--- config.mk ---
export PLATFORM = sky130hd
export DESIGN_NAME = cartrom_responder
export DESIGN_NICKNAME = d
export VERILOG_FILES = /design/src/rtl/cartrom_pkg.sv /design/src/rtl/cartrom_sync.sv /design/src/rtl/cartrom_bootrom.sv /design/src/rtl/cartrom_seq.sv /design/src/rtl/cartrom_responder.sv
export SDC_FILE = /design/constraint.sdc
export NUM_CORES = 1
export LEC_CHECK = 0
export ABC_AREA = 1
export BUFFER_PORTS_ARGS = -buffer_cell sky130_fd_sc_hd__buf_4
export CAP_MARGIN = 20
export CORE_AREA = 2 2 73 92
export CTS_CLUSTER_SIZE = 14
export DETAILED_ROUTE_END_ITERATION = 16
export DIE_AREA = 0 0 75 94
export PLACE_DENSITY_LB_ADDON = 0.08
export SLEW_MARGIN = 20
export SYNTH_ARGS = -nofsm -noshare
export SYNTH_HDL_FRONTEND = slang
export SYNTH_SLANG_ARGS = --single-unit
export TNS_END_PERCENT = 1
--- constraint.sdc ---
create_clock -name clk -period 4 [get_ports clk]
set_input_delay 1 -clock clk [delete_from_list [all_inputs] [get_ports clk]]
set_output_delay 1 -clock clk [all_outputs]
set_load 0.005 [all_outputs]
--- src/rtl/cartrom_pkg.sv ---
package cartrom_pkg;

  localparam int WORD_W = 16;

  typedef enum logic [1:0] {
    ST_IDLE  = 2'd0,
    ST_WAIT  = 2'd1,
    ST_FETCH = 2'd2,
    ST_HOLD  = 2'd3
  } seq_state_e;

  // Boot image contents; idx is the word index inside the window,
  // sig the word index of the first signature word.
  function automatic logic [WORD_W-1:0] boot_word(input logic [7:0] idx,
                                                  input logic [7:0] sig);
    logic [WORD_W-1:0] w;
    if (idx == sig) begin
      w = 16'h5345;
    end else if (idx == sig + 8'd1) begin
      w = 16'h4741;
    end else begin
      case (idx)
        8'd3:    w = 16'h0008;   // start address low half
        8'd4:    w = 16'h41F8;   // load 0x0100 into a0
        8'd5:    w = 16'h0100;
        8'd6:    w = 16'h4CD8;   // four longwords post-increment
        8'd7:    w = 16'h000F;
        8'd8:    w = 16'h60F6;   // short branch back to word 4
        default: w = '0;
      endcase
    end
    return w;
  endfunction

  // Window test: word addresses below the limit come from the boot image
  function automatic logic in_window(input logic [31:0] addr,
                                     input logic [31:0] limit);
    return addr < limit;
  endfunction

endpackage

--- src/rtl/cartrom_sync.sv ---
module cartrom_sync #(
  parameter int W = 1,
  parameter int STAGES = 2,
  parameter logic [W-1:0] INIT = '0
) (
  input  logic         clk,
  input  logic         rst_n,
  input  logic [W-1:0] d,
  output logic [W-1:0] q
);
  localparam int N = (STAGES < 2) ? 2 : STAGES;

  logic [N-1:0][W-1:0] chain_q;

  always_ff @(posedge clk or negedge rst_n) begin
    if (!rst_n) begin
      for (int i = 0; i < N; i++) chain_q[i] <= INIT;
    end else begin
      chain_q[0] <= d;
      for (int i = 1; i < N; i++) chain_q[i] <= chain_q[i-1];
    end
  end

  assign q = chain_q[N-1];
endmodule

--- src/rtl/cartrom_bootrom.sv ---
module cartrom_bootrom
  import cartrom_pkg::*;
#(
  parameter int ADDR_W = 22,
  parameter int SIG_WORD = 128
) (
  input  logic [ADDR_W-1:0] addr,
  output logic              hit,
  output logic [WORD_W-1:0] word
);
  localparam logic [31:0] LIMIT = 32'(SIG_WORD + 2);
  localparam logic [7:0]  SIG8  = 8'(SIG_WORD);

  logic [31:0] addr_wide;
  assign addr_wide = 32'(addr);

  assign hit  = in_window(addr_wide, LIMIT);
  assign word = hit ? boot_word(addr_wide[7:0], SIG8) : '0;
endmodule

--- src/rtl/cartrom_seq.sv ---
module cartrom_seq
  import cartrom_pkg::*;
#(
  parameter int ADDR_W = 22
) (
  input  logic              clk,
  input  logic              rst_n,
  input  logic              cycle_ok,
  input  logic              strobe_low,
  input  logic              rom_hit,
  input  logic [WORD_W-1:0] rom_word,
  input  logic [ADDR_W-1:0] addr_in,
  input  logic              mem_busy,
  input  logic              mem_valid,
  input  logic [WORD_W-1:0] mem_rdata,
  output logic              mem_req,
  output logic [ADDR_W-1:0] mem_addr,
  output logic [WORD_W-1:0] hold_data,
  output logic              holding,
  output logic              start_evt,
  output logic              fill_evt,
  output logic              release_evt
);
  seq_state_e        state_q;
  logic              req_q;
  logic [ADDR_W-1:0] addr_q;
  logic [WORD_W-1:0] data_q;

  assign start_evt   = (state_q == ST_IDLE)  && cycle_ok;
  assign fill_evt    = (state_q == ST_FETCH) && mem_valid;
  assign release_evt = (state_q == ST_HOLD)  && !strobe_low;

  always_ff @(posedge clk or negedge rst_n) begin
    if (!rst_n) begin
      state_q <= ST_IDLE;
      req_q   <= 1'b0;
      addr_q  <= '0;
      data_q  <= '0;
    end else begin
      req_q <= 1'b0;
      case (state_q)
        ST_IDLE: begin
          if (start_evt) begin
            addr_q <= addr_in;
            if (rom_hit) begin
              data_q  <= rom_word;
              state_q <= ST_HOLD;
            end else begin
              state_q <= ST_WAIT;
            end
          end
        end
        ST_WAIT: begin
          if (!mem_busy) begin
            req_q   <= 1'b1;
            state_q <= ST_FETCH;
          end
        end
        ST_FETCH: begin
          if (fill_evt) begin
            data_q  <= mem_rdata;
            state_q <= ST_HOLD;
          end
        end
        ST_HOLD: begin
          if (release_evt) state_q <= ST_IDLE;
        end
        default: state_q <= ST_IDLE;
      endcase
    end
  end

  assign mem_req   = req_q;
  assign mem_addr  = addr_q;
  assign hold_data = data_q;
  assign holding   = (state_q == ST_HOLD);
endmodule

--- src/rtl/cartrom_responder.sv ---
module cartrom_responder
  import cartrom_pkg::*;
#(
  parameter int ADDR_W = 22,
  parameter int SYNC_STAGES = 2,
  parameter int SIG_WORD = 128
) (
  input  logic              clk,
  input  logic              rst_n,
  input  logic              cart_present,
  input  logic              cart_rst_n,
  input  logic              cart_rd_n,
  input  logic [ADDR_W-1:0] cart_addr,
  output logic              xcvr_oe_n,
  output logic              xcvr_dir,
  output logic [WORD_W-1:0] data_out,
  output logic              data_drive,
  output logic              mem_req,
  output logic [ADDR_W-1:0] mem_addr,
  input  logic              mem_busy,
  input  logic              mem_valid,
  input  logic [WORD_W-1:0] mem_rdata
);
  localparam int BUS_W = ADDR_W + 3;
  // idle values: absent, console in reset, strobe high, address zero
  localparam logic [BUS_W-1:0] BUS_INIT = {1'b0, 1'b0, 1'b1, {ADDR_W{1'b0}}};

  logic [BUS_W-1:0]  bus_raw, bus_s;
  logic              present_s, crst_n_s, rd_n_s;
  logic [ADDR_W-1:0] addr_s;

  assign bus_raw = {cart_present, cart_rst_n, cart_rd_n, cart_addr};

  cartrom_sync #(.W(BUS_W), .STAGES(SYNC_STAGES), .INIT(BUS_INIT)) u_sync (
    .clk(clk), .rst_n(rst_n), .d(bus_raw), .q(bus_s)
  );

  assign {present_s, crst_n_s, rd_n_s, addr_s} = bus_s;

  logic strobe_low, cycle_ok;
  assign strobe_low = !rd_n_s;
  assign cycle_ok   = strobe_low && crst_n_s && present_s;

  logic              rom_hit;
  logic [WORD_W-1:0] rom_word;

  cartrom_bootrom #(.ADDR_W(ADDR_W), .SIG_WORD(SIG_WORD)) u_rom (
    .addr(addr_s), .hit(rom_hit), .word(rom_word)
  );

  logic              holding, start_evt, fill_evt, release_evt;
  logic [WORD_W-1:0] hold_data;

  cartrom_seq #(.ADDR_W(ADDR_W)) u_seq (
    .clk(clk), .rst_n(rst_n),
    .cycle_ok(cycle_ok), .strobe_low(strobe_low),
    .rom_hit(rom_hit), .rom_word(rom_word), .addr_in(addr_s),
    .mem_busy(mem_busy), .mem_valid(mem_valid), .mem_rdata(mem_rdata),
    .mem_req(mem_req), .mem_addr(mem_addr),
    .hold_data(hold_data), .holding(holding),
    .start_evt(start_evt), .fill_evt(fill_evt), .release_evt(release_evt)
  );

  logic bus_window;
  assign bus_window = present_s && strobe_low;

  assign xcvr_oe_n  = !bus_window;
  assign xcvr_dir   = 1'b1;
  assign data_drive = holding && bus_window;
  assign data_out   = hold_data;
endmodule

---- Word-level counts from Yosys, hierarchy flattened ----
Cells that the tools add are included.
word-level totals
  flip-flop bits (word level) ............. 91
  bits in latches ......................... 0
  RAM bits ................................ 0
  bits in read-only memories .............. 0
  bits of input ports ..................... 45
  output and inout bits ................... 42
  word-level logic and storage cells ...... 52
  memories ................................ 0
cells by class
  add/sub/neg operators ................... 0
  multiply operators ...................... 0
  divide/modulo/power cells ............... 0
  magnitude comparators ................... 1
  equality and inequality tests ........... 16
  shift operators ......................... 0
  mux-type cells .......................... 15
  bitwise gates (word level) .............. 0
  reductions and logical operators ........ 14
operators by type and width
  kind                 number
  $pmux 15 s6          1
  $mux 16              5
  $eq 8x3->1 const B   4
  $pmux 16 s2          1
  $lt 22x8->1 const B  1
  $eq 8x8->1 const B   2
  $mux 2               5
  $eq 8x2->1 const B   1
  $eq 8x4->1 const B   1
  $ne 2x2->1 const B   4
  $pmux 2 s4           1
  $reduce_and 4->1     2
  $logic_and 1x1->1    7
  $eq 2x2->1 const B   2
  $eq 2x1->1 const B   1
  $logic_not 1->1      2
  $logic_not 2->1      1
  $mux 1               2
  $ne 2x1->1 const B   1
  $reduce_and 2->1     1
  $reduce_bool 2->1    1

---- Logic depth before layout (Yosys ltp) ----
Gate-level depths: netlist of the first run.
  depth after elaboration ................. 7
  depth in mapped cells ................... 10
  gate-level depth less buffers ........... 10

---- Hierarchy ----
Synthesis of the first run repeated with hierarchy kept, for this count alone.
second synthesis, totals
  cells, all modules ...................... 417
  area, all modules ....................... 3817.4 µm²
by module, submodules not included
  module             instances  cells each  area an instance (µm²)  seq. area each (µm²)
  cartrom_seq        1          253         1956.9                  1026.0
  cartrom_sync       1          75          1441.4                  1253.7
  cartrom_bootrom    1          81          382.9                   0.0
  cartrom_responder  1          8           36.3                    0.0

---- Least setup slack after synthesis of the first run ----
No wires, ideal clock.
  path type ............................... input-to-reg
  from .................................... input port mem_valid
  to ...................................... register u_seq.data_q[10] (netlist: u_seq.hold_data[10])
  library setup time ...................... 0.065 ns
  arrival time ............................ 1.712 ns
  required time ........................... 3.935 ns
  slack ................................... 2.223 ns
  cell stages on the path ................. 7
  path buffers ............................ 1
  path through ............................ or2_1 o211ai_2 inv_2 nand2_4 buf_6 nand2_1 nand2_1
between the ends
  cells in the longest elaborated chain, start to end .. 3
RTL lines
  element                            RTL line                 text
  from (decl)                        cartrom_responder.sv:21  input logic mem_valid,
  $logic_and 1x1->1                  cartrom_seq.sv:30        assign fill_evt = (state_q == ST_FETCH) && mem_valid;
  $ne 2x2->1 (no source line)        -
  $reduce_and 4->1 (no source line)  -
  to (signal assigned)               cartrom_seq.sv:46        data_q <= rom_word;
  to (signal assigned)               cartrom_seq.sv:61        data_q <= mem_rdata;
  to (decl)                          cartrom_seq.sv:27        logic [WORD_W-1:0] data_q;
No other way between the ends.
A chain may end at the register's enable or synchronous reset.

---- Final worst setup path of the first run ----
  from .................................... register u_seq.state_q[0]
  to ...................................... register u_seq.data_q[0] (netlist: u_seq.hold_data[0])
between the ends
  cells in the longest elaborated chain, start to end .. 4
  elaborated cells on any way between the ends .. 10
  classes of those cells .................. eq/ne (4); mux (1); reduce/logical (5)
RTL lines
  element                                               RTL line                                                 text
  from (decl)                                           cartrom_seq.sv:24                                        seq_state_e state_q;
  from (signal assigned)                                cartrom_seq.sv:35                                        state_q <= ST_IDLE;
  from (signal assigned)                                cartrom_seq.sv:47                                        state_q <= ST_HOLD;
  from (signal assigned)                                cartrom_seq.sv:49                                        state_q <= ST_WAIT;
  $eq 2x2->1 / $logic_not 2->1 (equally long branches)  cartrom_seq.sv:30, cartrom_seq.sv:41, cartrom_seq.sv:29
  $logic_and 1x1->1 (on tied branches)                  cartrom_seq.sv:30, cartrom_seq.sv:29
  $ne 2x2->1 (no source line)                           -
  $reduce_and 4->1 (no source line)                     -
Parallel ways exist; a longest one is shown, timed or not.

==> results by group, run 1 <==
Setup path
  – Reg2Reg Setup Slack: 1750 ps
  – Crit start category: flip-flop
  – Crit-path slowest cell: ha_1
  – CP peak stage delay: ~630 ps
  – Critical-path cell list: inv_1, ha_1, inv_2, or2_1, o211ai_2, inv_2, nand2_4, nand2_1, o21ai_0
  – CP required: ~4300 ps
  – Max FO, Critical Path: 21
  – Crit. End Element: flip-flop
  – Crit-path most repeated cell: inv_2
  – Critical path arrival: about 2500 ps
  – Reg2reg end: u_seq.hold_data[0]
  – Critical path startpoint: u_seq.state_q[0]
  – R2R cell count: 9
  – Reg2reg start: u_seq.state_q[0]
  – CP Class: reg2reg

Power and ir drop
  – Switching power: about 860 uW
  – Gate power share: a little under a third
  – Reported leakage power: 0.00220 uW
  – Pint: ~1900 uW
  – Pwr/cell area: approximately 640 nW/um^2
  – Clock power frac: about a quarter
  – Worst vdd ir: roughly 0.38 mV
  – Switching Share: roughly a third
  – Register share of total power: between 40% and 50%

Drt
  – TritonRoute pass-1 iters: 6
  – Post-Route WL: between 6000 and 7000 um
  – Drt drc: 0
  – Final ANT Viol Nets: 0
  – Wire per inst: 12.7 um
  – Routed via count: between 2000 and 2500
  – DR iter-0 viols: 94
  – Vias/cell: 4.73

Clocking
  – Num Clock Sinks: 91
  – Clk buf depth: 2
  – PostCTS Resize Cnt: 0
  – Worst-path clk slew: roughly 90 ps
  – CTS tree: built
  – CTS hold repair buffers: 0
  – Root Buffer: clkbuf_8
  – Setup bufs post-CTS: 0
  – Num CTS Buffers: 9
  – Skew-Pair Late Insertion Delay: roughly 350 ps
  – Total number of H-tree levels: 3

Timing
  – Pins Over Slew Limit: 0
  – Worst slew pin tran: about 800 ps
  – FMAX: around 0.45 GHz
  – Setup TNS: 0 ps
  – Clock skew: 7.41 ps
  – Unrepaired setup endpoints after global routing: false
  – Slew HR: between 40% and 50%
  – Final setup fails: 0
  – Tcrit/Tclk final: a little under three fifths
  – Period minus WS final: approximately 2200 ps
  – Final hold vios: 0

Run status
  – Status: complete, no violations

Synthesis
  – Synthesized netlist cell count: between 300 and 400
  – Syn_nets: ~360
  – Ys Warns: 0
  – Post-synth ARST share: 100%
  – Number of synthesized register bits: slightly above 90
  – Mapped Area: 3350 um^2
  – Netlist cell types: 27
  – Top-area cell type share of the netlist area: between 60 and 70%
  – Post-synth top area cell: dfrtp_1
  – Synth Flop Type: dfrtp_1
  – Top post-synthesis cells by area: dfrtp_1 66%, nand2_1 12%, mux2_2 4.7%
  – Seq/Total Area, Yosys: approximately two thirds
  – Avg Synthesized Cell Area: between 10 and 15 um^2
  – Post-synth EDFFs: 0

Die
  – Die H: 94 um
  – Core Area: a little over 6000 um^2
  – Initial core utilization: between 50% and 60%
  – Die area: between 7000 and 8000 um^2
  – # rows: 32
  – Floorplan die width: between 70 and 80 um
  – Num ports: 87

Finish
  – Commonest non-fill, non-tap cell in the layout: nand2_1
  – Nets: 446
  – Antenna diodes: 0
  – Commonest cells after routing, fill and taps aside: 105 x nand2_1, 89 x dfrtp_1, 84 x buf_4
  – Core Util, Final: between 60% and 70%
  – Share of cells above drive strength 1: a little under a third
  – Area delta synth->final: 26.7%

Global routing
  – GRT Overall Usage: a little under a fifth
  – First-pass GRT wire length: ~10000 um
  – Pin count of the biggest net entering global routing: between 90 and 100
  – Vias in the first global route: ~2200
  – Initial antenna violation count: 0
  – Grt ovf: 0

Placement
  – HPWL after detailed placement: approximately 4200 um
  – IO buf count: 85
  – GP Congestion: 0.815

Min path
  – Min-delay worst type: reg2reg
  – Hold depth: 0
  – Hold wc startpoint: u_sync.chain_q[24]
  – Hold path endpoint: u_sync.q[24]

Job
  – MaxCap Viol Count: 0
## layout make-up
cell class              count  area [um^2]
clock inverters             5         60.1
clock buffers              11          141
flip-flops and latches     91         2280
well taps                  85          106
repair buffers             85          642
inverters                  17         63.8
multi-input cells         192          958
fillers                   487         1870
## worst max path at each step
stage | to | slack, ps | cells past startpoint
2_1_floorplan | u_seq.hold_data[10] | 2220 | 7
4_1_cts | u_seq.mem_addr[10] | 1640 | 4
3_3_place_gp | u_seq.mem_addr[21] | 1710 | 4
3_5_place_dp | u_seq.mem_addr[10] | 1640 | 4
5_1_grt | u_seq.hold_data[15] | 1540 | 9
6_report | u_seq.hold_data[0] | 1750 | 9
## power by group through the flow
stage	clock, uW	sequential (uW)	combinational [uW]
6_report	635	1250	844
5_1_grt	682	1270	954
4_1_cts	645	1250	860
3_5_place_dp	0	1260	856
3_3_place_gp	0	1260	831
2_1_floorplan	0	1260	476
## synthesized netlist by cell type, drive strengths merged (2+ instances only)
| library cell | instances |
|---|---|
| nand2 | 106 |
| dfrtp | 89 |
| nor2 | 29 |
| inv | 17 |
| o21ai | 17 |
| mux2 | 14 |
| nand3 | 10 |
| buf | 7 |
| ha | 5 |
| clkbuf | 2 |
| dfstp | 2 |
| nand4 | 2 |
| or2 | 2 |
## through the flow
stage | instance area (um^2) | hold WS [ps] | total power [uW] | worst slack [ps] | instances
global route | 4250 | 359 | 2910 | 1540 | 486
finish | 4250 | 351 | 2730 | 1750 | 486
floorplan | 3350 | 331 | 1730 | 2220 | 309
CTS | 4240 | 356 | 2750 | 1640 | 486
global placement | 4040 | 331 | 2090 | 1710 | 470
detailed placement | 4040 | 335 | 2120 | 1640 | 470
## worst max-delay path, delay by kind of cell, from the launching register on
| family | cells | cell delay [ps] |
|---|---|---|
| DFF | 1 | 420 |
| adders and majority gates | 1 | 630 |
| AOI/OAI and AO/OA | 2 | 180 |
| and+or+nand+nor | 3 | 550 |
| buffers and inverters | 3 | 400 |
## metal layers
metal	up-vias	wire [um]	GRT usage (%)
met5	-	0	0
met4	0	123	9.82
met3	13	375	3.86
met2	76	3010	29.9
met1	1068	2660	25.0
li1	1143	-	-
## kinds of logic (layout without fill, tap and decap cells)
| group | count (synthesis) | in the layout | share of synthesized area (%) |
|---|---|---|---|
| AOI/OAI and AO/OA | 22 | 22 | 3.80 |
| DFF | 91 | 91 | 68.0 |
| and+or+nand+nor | 150 | 150 | 17.9 |
| muxes | 14 | 14 | 4.70 |
| buffers and inverters | 26 | 118 | 3.62 |
| adders and majority gates | 5 | 5 | 1.86 |
| other | 1 | 1 | 0.112 |
## registers in the layout, summed over array words and instances, names as in the netlist
name and count:
u_sync.q 25, u_seq.hold_data 16, u_sync.chain_q 25, u_seq.state_q 2
u_seq.mem_req 1, u_seq.mem_addr 22
No activity file was read; power rests on OpenSTA's default activity.
==> inputs of run 2 (changes only) <==
--- a/config.mk
+++ b/config.mk
@@ -5,13 +5,13 @@
 export SDC_FILE = /design/constraint.sdc
 export NUM_CORES = 1
 export LEC_CHECK = 0
-export ABC_AREA = 1
+export ABC_AREA = 0
 export BUFFER_PORTS_ARGS = -buffer_cell sky130_fd_sc_hd__buf_4
 export CAP_MARGIN = 20
-export CORE_AREA = 2 2 73 92
+export CORE_AREA = 2 2 76 97
 export CTS_CLUSTER_SIZE = 14
 export DETAILED_ROUTE_END_ITERATION = 16
-export DIE_AREA = 0 0 75 94
+export DIE_AREA = 0 0 78 99
 export PLACE_DENSITY_LB_ADDON = 0.08
 export SLEW_MARGIN = 20
 export SYNTH_ARGS = -nofsm -noshare
==> constraint.sdc (replaced) <==
create_clock -name clk -period 2.2 [get_ports clk]
set_input_delay 0.55 -clock clk [delete_from_list [all_inputs] [get_ports clk]]
set_output_delay 0.55 -clock clk [all_outputs]
set_load 0.005 [all_outputs]
==> run 2 against run 1 <==
Net effect: sequential cell count unchanged; clock skew rose by 1.1 ps; via count is 1.7% lower; register-to-register slack lost 1500 ps; routed wire length rose by 5.0%; global-route usage shrank 1.0 points; critical endpoint is now u_seq.hold_data[1]; largest power group unchanged.
==> results by group, run 2 <==
Run status
  – Status: complete, no violations

Power and ir drop
  – Total power draw: 5390 uW (+98%)
  – Worst vdd ir: 0.648 mV (+70%)
  – Pwr/cell area: 1200 nW/um^2 (+87%)
  – Reported leakage power: 0.00210 uW (-4.4%)

Die
  – # rows: 34 (+6.3%)
  – Die area: 7720 um^2 (+9.5%)
  – Core Area: 6810 um^2 (+11%)
  – Initial core utilization: 50.8% (-4.0 points)
  – Num ports: 87 (unchanged)
  – Floorplan die width: 78 um (+4.0%)
  – Die H: 99 um (+5.3%)

Drt
  – DR iter-0 viols: 94 (unchanged)
  – Final ANT Viol Nets: 0 (unchanged)
  – TritonRoute pass-1 iters: 4 (-2)
  – Wire per inst: 14.5 um (+14%)
  – Routed via count: 2262 (-1.7%)
  – Vias/cell: 5.07 (+7.2%)
  – Post-Route WL: 6470 um (+5.0%)
  – Drt drc: 0 (unchanged)

Global routing
  – GRT Overall Usage: 18.1% (-1.0 points)
  – Vias in the first global route: 2327 (+3.7%)
  – First-pass GRT wire length: 10800 um (+7.9%)
  – Pin count of the biggest net entering global routing: 65 (-29%)
  – Grt ovf: 0 (unchanged)
  – Initial antenna violation count: 0 (unchanged)

Timing
  – Tcrit/Tclk final: 89.1% (+33 points)
  – Final hold vios: 0 (unchanged)
  – Clock skew: 8.52 ps (+1.11 ps)
  – FMAX: 0.510 GHz (+15%)
  – Final setup margin: 239 ps (-1510 ps)
  – Setup TNS: 0 ps (unchanged)
  – Period minus WS final: 1960 ps (-287 ps)
  – Final setup fails: 0 (unchanged)
  – Pins Over Slew Limit: 0 (unchanged)
  – Unrepaired setup endpoints after global routing: false

Setup path
  – R2R cell count: 5 (-4)
  – CP required: 2460 ps (-1820 ps)
  – Max FO, Critical Path: 8 (-62%)
  – Crit start category: flip-flop
  – CP Class: reg2reg
  – Crit. End Element: flip-flop
  – Critical path arrival: 2220 ps (-310 ps)

Synthesis
  – Synth Flop Type: dfrtp_1
  – Post-synth ARST share: 100% (unchanged)
  – Avg Synthesized Cell Area: 13.6 um^2 (+25%)
  – Top post-synthesis cells by area: dfrtp_1 64%, mux2_2 7.2%, a211oi_1 2.2%
  – Top-area cell type share of the netlist area: 64.4% (-1.9 points)
  – Netlist cell types: 47 (+74%)
  – Post-synth top area cell: dfrtp_1
  – Ys Warns: 0 (unchanged)
  – Seq/Total Area, Yosys: 66.0% (-2.0 points)
  – Synthesized netlist cell count: 254 (-18%)
  – Syn_nets: 304 (-15%)
  – Number of synthesized register bits: 91 (unchanged)
  – Post-synth EDFFs: 0 (unchanged)
  – Commonest cells post-synth: 89 x dfrtp_1, 22 x mux2_2, 13 x nor2_1
  – Mapped Area: 3460 um^2 (+3.0%)
  – Most common cell in the netlist: dfrtp_1

Clocking
  – CTS hold repair buffers: 0 (unchanged)
  – Num Clock Sinks: 91 (unchanged)
  – Num CTS Buffers: 9 (unchanged)
  – Clk buf depth: 2 (unchanged)
  – Root Buffer: clkbuf_8
  – CTS tree: built
  – Total number of H-tree levels: 3 (unchanged)
  – Worst-path clk slew: 90 ps (about the same)
  – Skew-Pair Late Insertion Delay: 340 ps (about the same)

Finish
  – Core Util, Final: 66.2% (-3.2 points)
  – Share of cells above drive strength 1: 41.3% (+9.9 points)
  – Nets: 401 (-10%)
  – Area delta synth->final: 30.3%
  – Antenna diodes: 0 (unchanged)
  – Commonest non-fill, non-tap cell in the layout: buf_4
  – Commonest cells after routing, fill and taps aside: 99 x buf_4, 89 x dfrtp_1, 22 x mux2_2

Job
  – MaxCap Viol Count: 0 (unchanged)

Min path
  – Min-delay worst type: in2async

Placement
  – GP Congestion: 0.859 (+5.3%)
  – IO buf count: 85 (unchanged)
  – HPWL after detailed placement: 4670 um (+10%)
  – Setup WS pre-CTS: 134 ps (-1510 ps)
## run 2: cell count changes after synthesis, sizes merged, moves of 6 or more
| cell | previous run | this run |
|---|---|---|
| nand2 | 106 | 5 |
| o21ai | 17 | 0 |
| nor2 | 29 | 13 |
| a211oi | 0 | 10 |
| mux2 | 14 | 22 |
| a21oi | 1 | 8 |
| a22oi | 1 | 8 |
| nand3 | 10 | 3 |
| inv | 17 | 11 |
## run 2: final timing paths
path | from | to | slack (ps)
min in group clk | cart_addr[3] | u_sync.chain_q[3] | 310
hold / removal | rst_n | u_seq.hold_data[1] | 110
max in group asynchronous | rst_n | u_seq.mem_addr[17] | 1440
hold reg to reg | u_sync.chain_q[4] | u_sync.q[4] | 350
setup reg to reg | u_sync.q[2] | u_seq.hold_data[1] | 240
setup / recovery | u_sync.q[2] | u_seq.hold_data[1] | 240
## run 2: area by class of cell
cell class              instances  area [um^2]
repair buffers                101          783
flip-flops and latches         91         2280
well taps                      90          113
inverters                      11         41.3
clock buffers                  12          145
multi-input cells             137         1060
fillers                       549         2300
clock inverters                 4         76.3
## run 2: critical path, stage by stage, from the launching register on
cell      delay, ps
dfrtp_1         380
or4_1           640
o21bai_2        240
nand3_2         220
buf_4           230
a22oi_1         170
## run 2: metal layers
| layer | global-route usage, % | vias up | wire length [um] |
|---|---|---|---|
| met5 | 0 | - | 0 |
| met4 | 7.56 | 0 | 132 |
| met3 | 5.04 | 11 | 396 |
| met2 | 30.2 | 72 | 3280 |
| met1 | 22.1 | 1071 | 2670 |
| li1 | - | 1108 | - |
## run 2: report_power, final
group          total [uW]  internal (uW)  switching [uW]
sequential           2280           2070             210
combinational        1890           1090             800
clock                1220            675             549
## run 2: kinds of logic (layout without fill, tap and decap cells)
logic type | after synthesis | in the layout | share of synthesized area, %
DFF | 91 | 91 | 66.0
muxes | 24 | 24 | 7.75
adders and majority gates | 5 | 5 | 1.81
other | 1 | 1 | 0.109
and+or+nand+nor | 55 | 55 | 8.87
AOI/OAI and AO/OA | 52 | 52 | 12.1
buffers and inverters | 26 | 128 | 3.40
## run 2: metrics by stage
step | cell area (um^2) | hold WS (ps) | cells
after CTS | 4500 | 115 | 446
after detailed placement | 4280 | 335 | 430
after global placement | 4280 | 332 | 430
after global routing | 4500 | 117 | 446
after floorplan | 3460 | 254 | 254
final | 4500 | 114 | 446
## run 2: what timing repair did
action | in CTS | in global routing
endpoints found under the setup margin | 0 | 5
setup buffers | 0 | 0
resized for setup | 0 | 2
==> inputs of run 3 (changes only) <==
--- a/config.mk
+++ b/config.mk
@@ -9,10 +9,9 @@
 export BUFFER_PORTS_ARGS = -buffer_cell sky130_fd_sc_hd__buf_4
 export CAP_MARGIN = 20
 export CORE_AREA = 2 2 76 97
-export CTS_CLUSTER_SIZE = 14
 export DETAILED_ROUTE_END_ITERATION = 16
 export DIE_AREA = 0 0 78 99
-export PLACE_DENSITY_LB_ADDON = 0.08
+export PLACE_DENSITY = 0.86
 export SLEW_MARGIN = 20
 export SYNTH_ARGS = -nofsm -noshare
 export SYNTH_HDL_FRONTEND = slang
==> run 3 against run 2 <==
Net effect: clock-buffer cell count down 3; global-route usage increased by 0.40 points; fmax decreased by 2.7%; power fell by 2.5%; utilization is 0.94 points lower; sequential cell count stayed put; worst hold slack better by 35 ps; largest cell class unchanged.
==> results by group, run 3 (synthesis results as in run 2) <==
Run status
  – Status: complete, no violations

Clocking
  – CTS tree: built
  – PostCTS Resize Cnt: 0 (unchanged)
  – Clk buf depth: 2 (unchanged)
  – CTS hold repair buffers: 0 (unchanged)
  – Worst-path clk slew: 90 ps (about the same)
  – Skew-Pair Late Insertion Delay: 360 ps (+20 ps)
  – Root Buffer: clkbuf_8
  – Total number of H-tree levels: 3 (unchanged)
  – Num Clock Sinks: 91 (unchanged)
  – Setup bufs post-CTS: 0 (unchanged)
  – Num CTS Buffers: 9 (unchanged)

Power and ir drop
  – Pwr/cell area: 1180 nW/um^2 (-1.1%)
  – Register share of total power: 43.6% (+1.4 points)
  – Reported leakage power: 0.00207 uW (-1.4%)
  – Gate power share: 35.1% (about the same)
  – Switching power: 1620 uW (+4.1%)
  – Switching Share: 30.9% (+1.9 points)
  – Worst vdd ir: 0.721 mV (+11%)
  – Pint: 3640 uW (-5.1%)
  – Clock power frac: 21.3% (-1.4 points)

Global routing
  – Vias in the first global route: 2379 (+2.2%)
  – Grt ovf: 0 (unchanged)
  – First-pass GRT wire length: 11000 um (+2.1%)
  – Pin count of the biggest net entering global routing: 40 (-38%)
  – Initial antenna violation count: 0 (unchanged)
  – GRT Overall Usage: 18.5% (+0.40 points)

Setup path
  – R2R cell count: 5 (unchanged)
  – CP peak stage delay: 650 ps (about the same)
  – CP required: 2430 ps (-30 ps)
  – Critical path arrival: 2240 ps (+20 ps)
  – CP Class: reg2reg
  – Critical-path cell list: or4_1, or2_4, a221oi_4, buf_4, a32oi_1
  – Reg2reg start: u_sync.q[2]
  – Reg2reg end: u_seq.hold_data[10]
  – Crit. End Element: flip-flop
  – Crit start category: flip-flop
  – Reg2Reg Setup Slack: 180 ps (-50 ps)
  – Max FO, Critical Path: 15 (+7)
  – Crit-path slowest cell: or4_1

Timing
  – Setup TNS: 0 ps (unchanged)
  – Min Hold Slack: 148 ps (+35.0 ps)
  – Unrepaired setup endpoints after global routing: false
  – Final setup fails: 0 (unchanged)
  – FMAX: 0.496 GHz (-2.7%)
  – Slew HR: approximately three fifths
  – Worst slew pin tran: ~560 ps
  – Clock skew: 11.7 ps (+3.23 ps)
  – Tcrit/Tclk final: 91.6% (+2.5 points)
  – Period minus WS final: 2020 ps (+54.8 ps)
  – Pins Over Slew Limit: 0 (unchanged)
  – Final hold vios: 0 (unchanged)

Drt
  – Final ANT Viol Nets: 0 (unchanged)
  – Drt drc: 0 (unchanged)
  – Post-Route WL: 6670 um (+3.0%)
  – Routed via count: 2325 (+2.8%)
  – DR iter-0 viols: 153 (+63%)
  – Vias/cell: 5.25 (+3.5%)
  – TritonRoute pass-1 iters: 4 (unchanged)
  – Wire per inst: 15.1 um (+3.7%)

Die
  – Die area: 7720 um^2 (unchanged)
  – # rows: 34 (unchanged)
  – Num ports: 87 (unchanged)
  – Die H: 99 um (unchanged)
  – Core Area: 6810 um^2 (unchanged)
  – Floorplan die width: 78 um (unchanged)
  – Initial core utilization: 50.8% (unchanged)

Placement
  – IO buf count: 85 (unchanged)
  – Placed cell areas: 4240 um^2 (-0.82%)
  – GP Congestion: 0.870 (+1.3%)
  – HPWL after detailed placement: 4810 um (+3.0%)

Finish
  – Commonest cells after routing, fill and taps aside: 97 x buf_4, 89 x dfrtp_1, 22 x mux2_2
  – Area delta synth->final: 28.5%
  – Share of cells above drive strength 1: 41.1% (-0.22 points)
  – Nets: 398 (-0.75%)
  – Antenna diodes: 0 (unchanged)
  – Post-route cell area: 4440 um^2 (-1.4%)
  – Commonest non-fill, non-tap cell in the layout: buf_4

Min path
  – Min-delay worst type: in2async

Job
  – MaxCap Viol Count: 0 (unchanged)
==> run 3: cell types whose count changed in the layout (fill, tap and decap cells not counted), sizes merged <==
cell | before | now
clkinv | 1 | 2
buf | 101 | 98
inv | 11 | 13
clkinvlp | 1 | 2
clkbuf | 12 | 9
bufinv | 2 | 1
==> run 3: final cells by class <==
type	instances	area, um^2
clock buffer	9	124
inverter	11	41.3
timing repair buffer	98	748
tap	90	113
sequential	91	2280
multi-input combinational	137	1060
clock inverter	7	75.1
fill	521	2370
==> run 3: critical path, delay by kind of cell (launching register included) <==
family | cells | cell delay [ps]
simple gates | 2 | 940
flops | 1 | 380
compound gates | 2 | 320
buf+inv | 1 | 240
==> run 3: through the flow <==
stage                     utilization [%]  setup slack (ps)  instances  total power (uW)
final                                65.2               185        443              5260
after global routing                 65.2              31.7        443              5590
after CTS                            65.2               183        443              5300
after detailed placement             62.3               201        427              4180
after global placement               62.3               226        427              4090
after floorplan                         -               163        254              3300
==> run 3: worst max path at each step <==
stage	endpoint	cells past startpoint	startpoint	slack, ps
finish	u_seq.hold_data[10]	5	u_sync.q[2]	180
global route	u_seq.hold_data[2]	7	u_seq.state_q[0]	30
CTS	u_seq.hold_data[10]	5	u_sync.q[2]	180
detailed placement	u_seq.mem_addr[6]	5	u_seq.state_q[0]	200
global placement	u_seq.hold_data[10]	5	u_sync.q[2]	230
floorplan	u_seq.hold_data[10]	7	u_sync.q[1]	160
==> run 3: power by group through the flow <==
stage,registers [uW],clock network [uW],logic (uW)
global placement,2310,0,1790
global route,2340,1210,2030
floorplan,2310,0,998
finish,2300,1120,1850
CTS,2290,1140,1870
detailed placement,2320,0,1860
==> run 3: per-layer routing <==
metal / vias to the layer above / GRT usage, % / share of wire (%)
met1: 1117 / 23.6 / 41
met5: - / 0 / 0
li1: 1109 / - / -
met2: 87 / 29.9 / 50
met3: 12 / 4.95 / 6.7
met4: 0 / 7.83 / 1.9
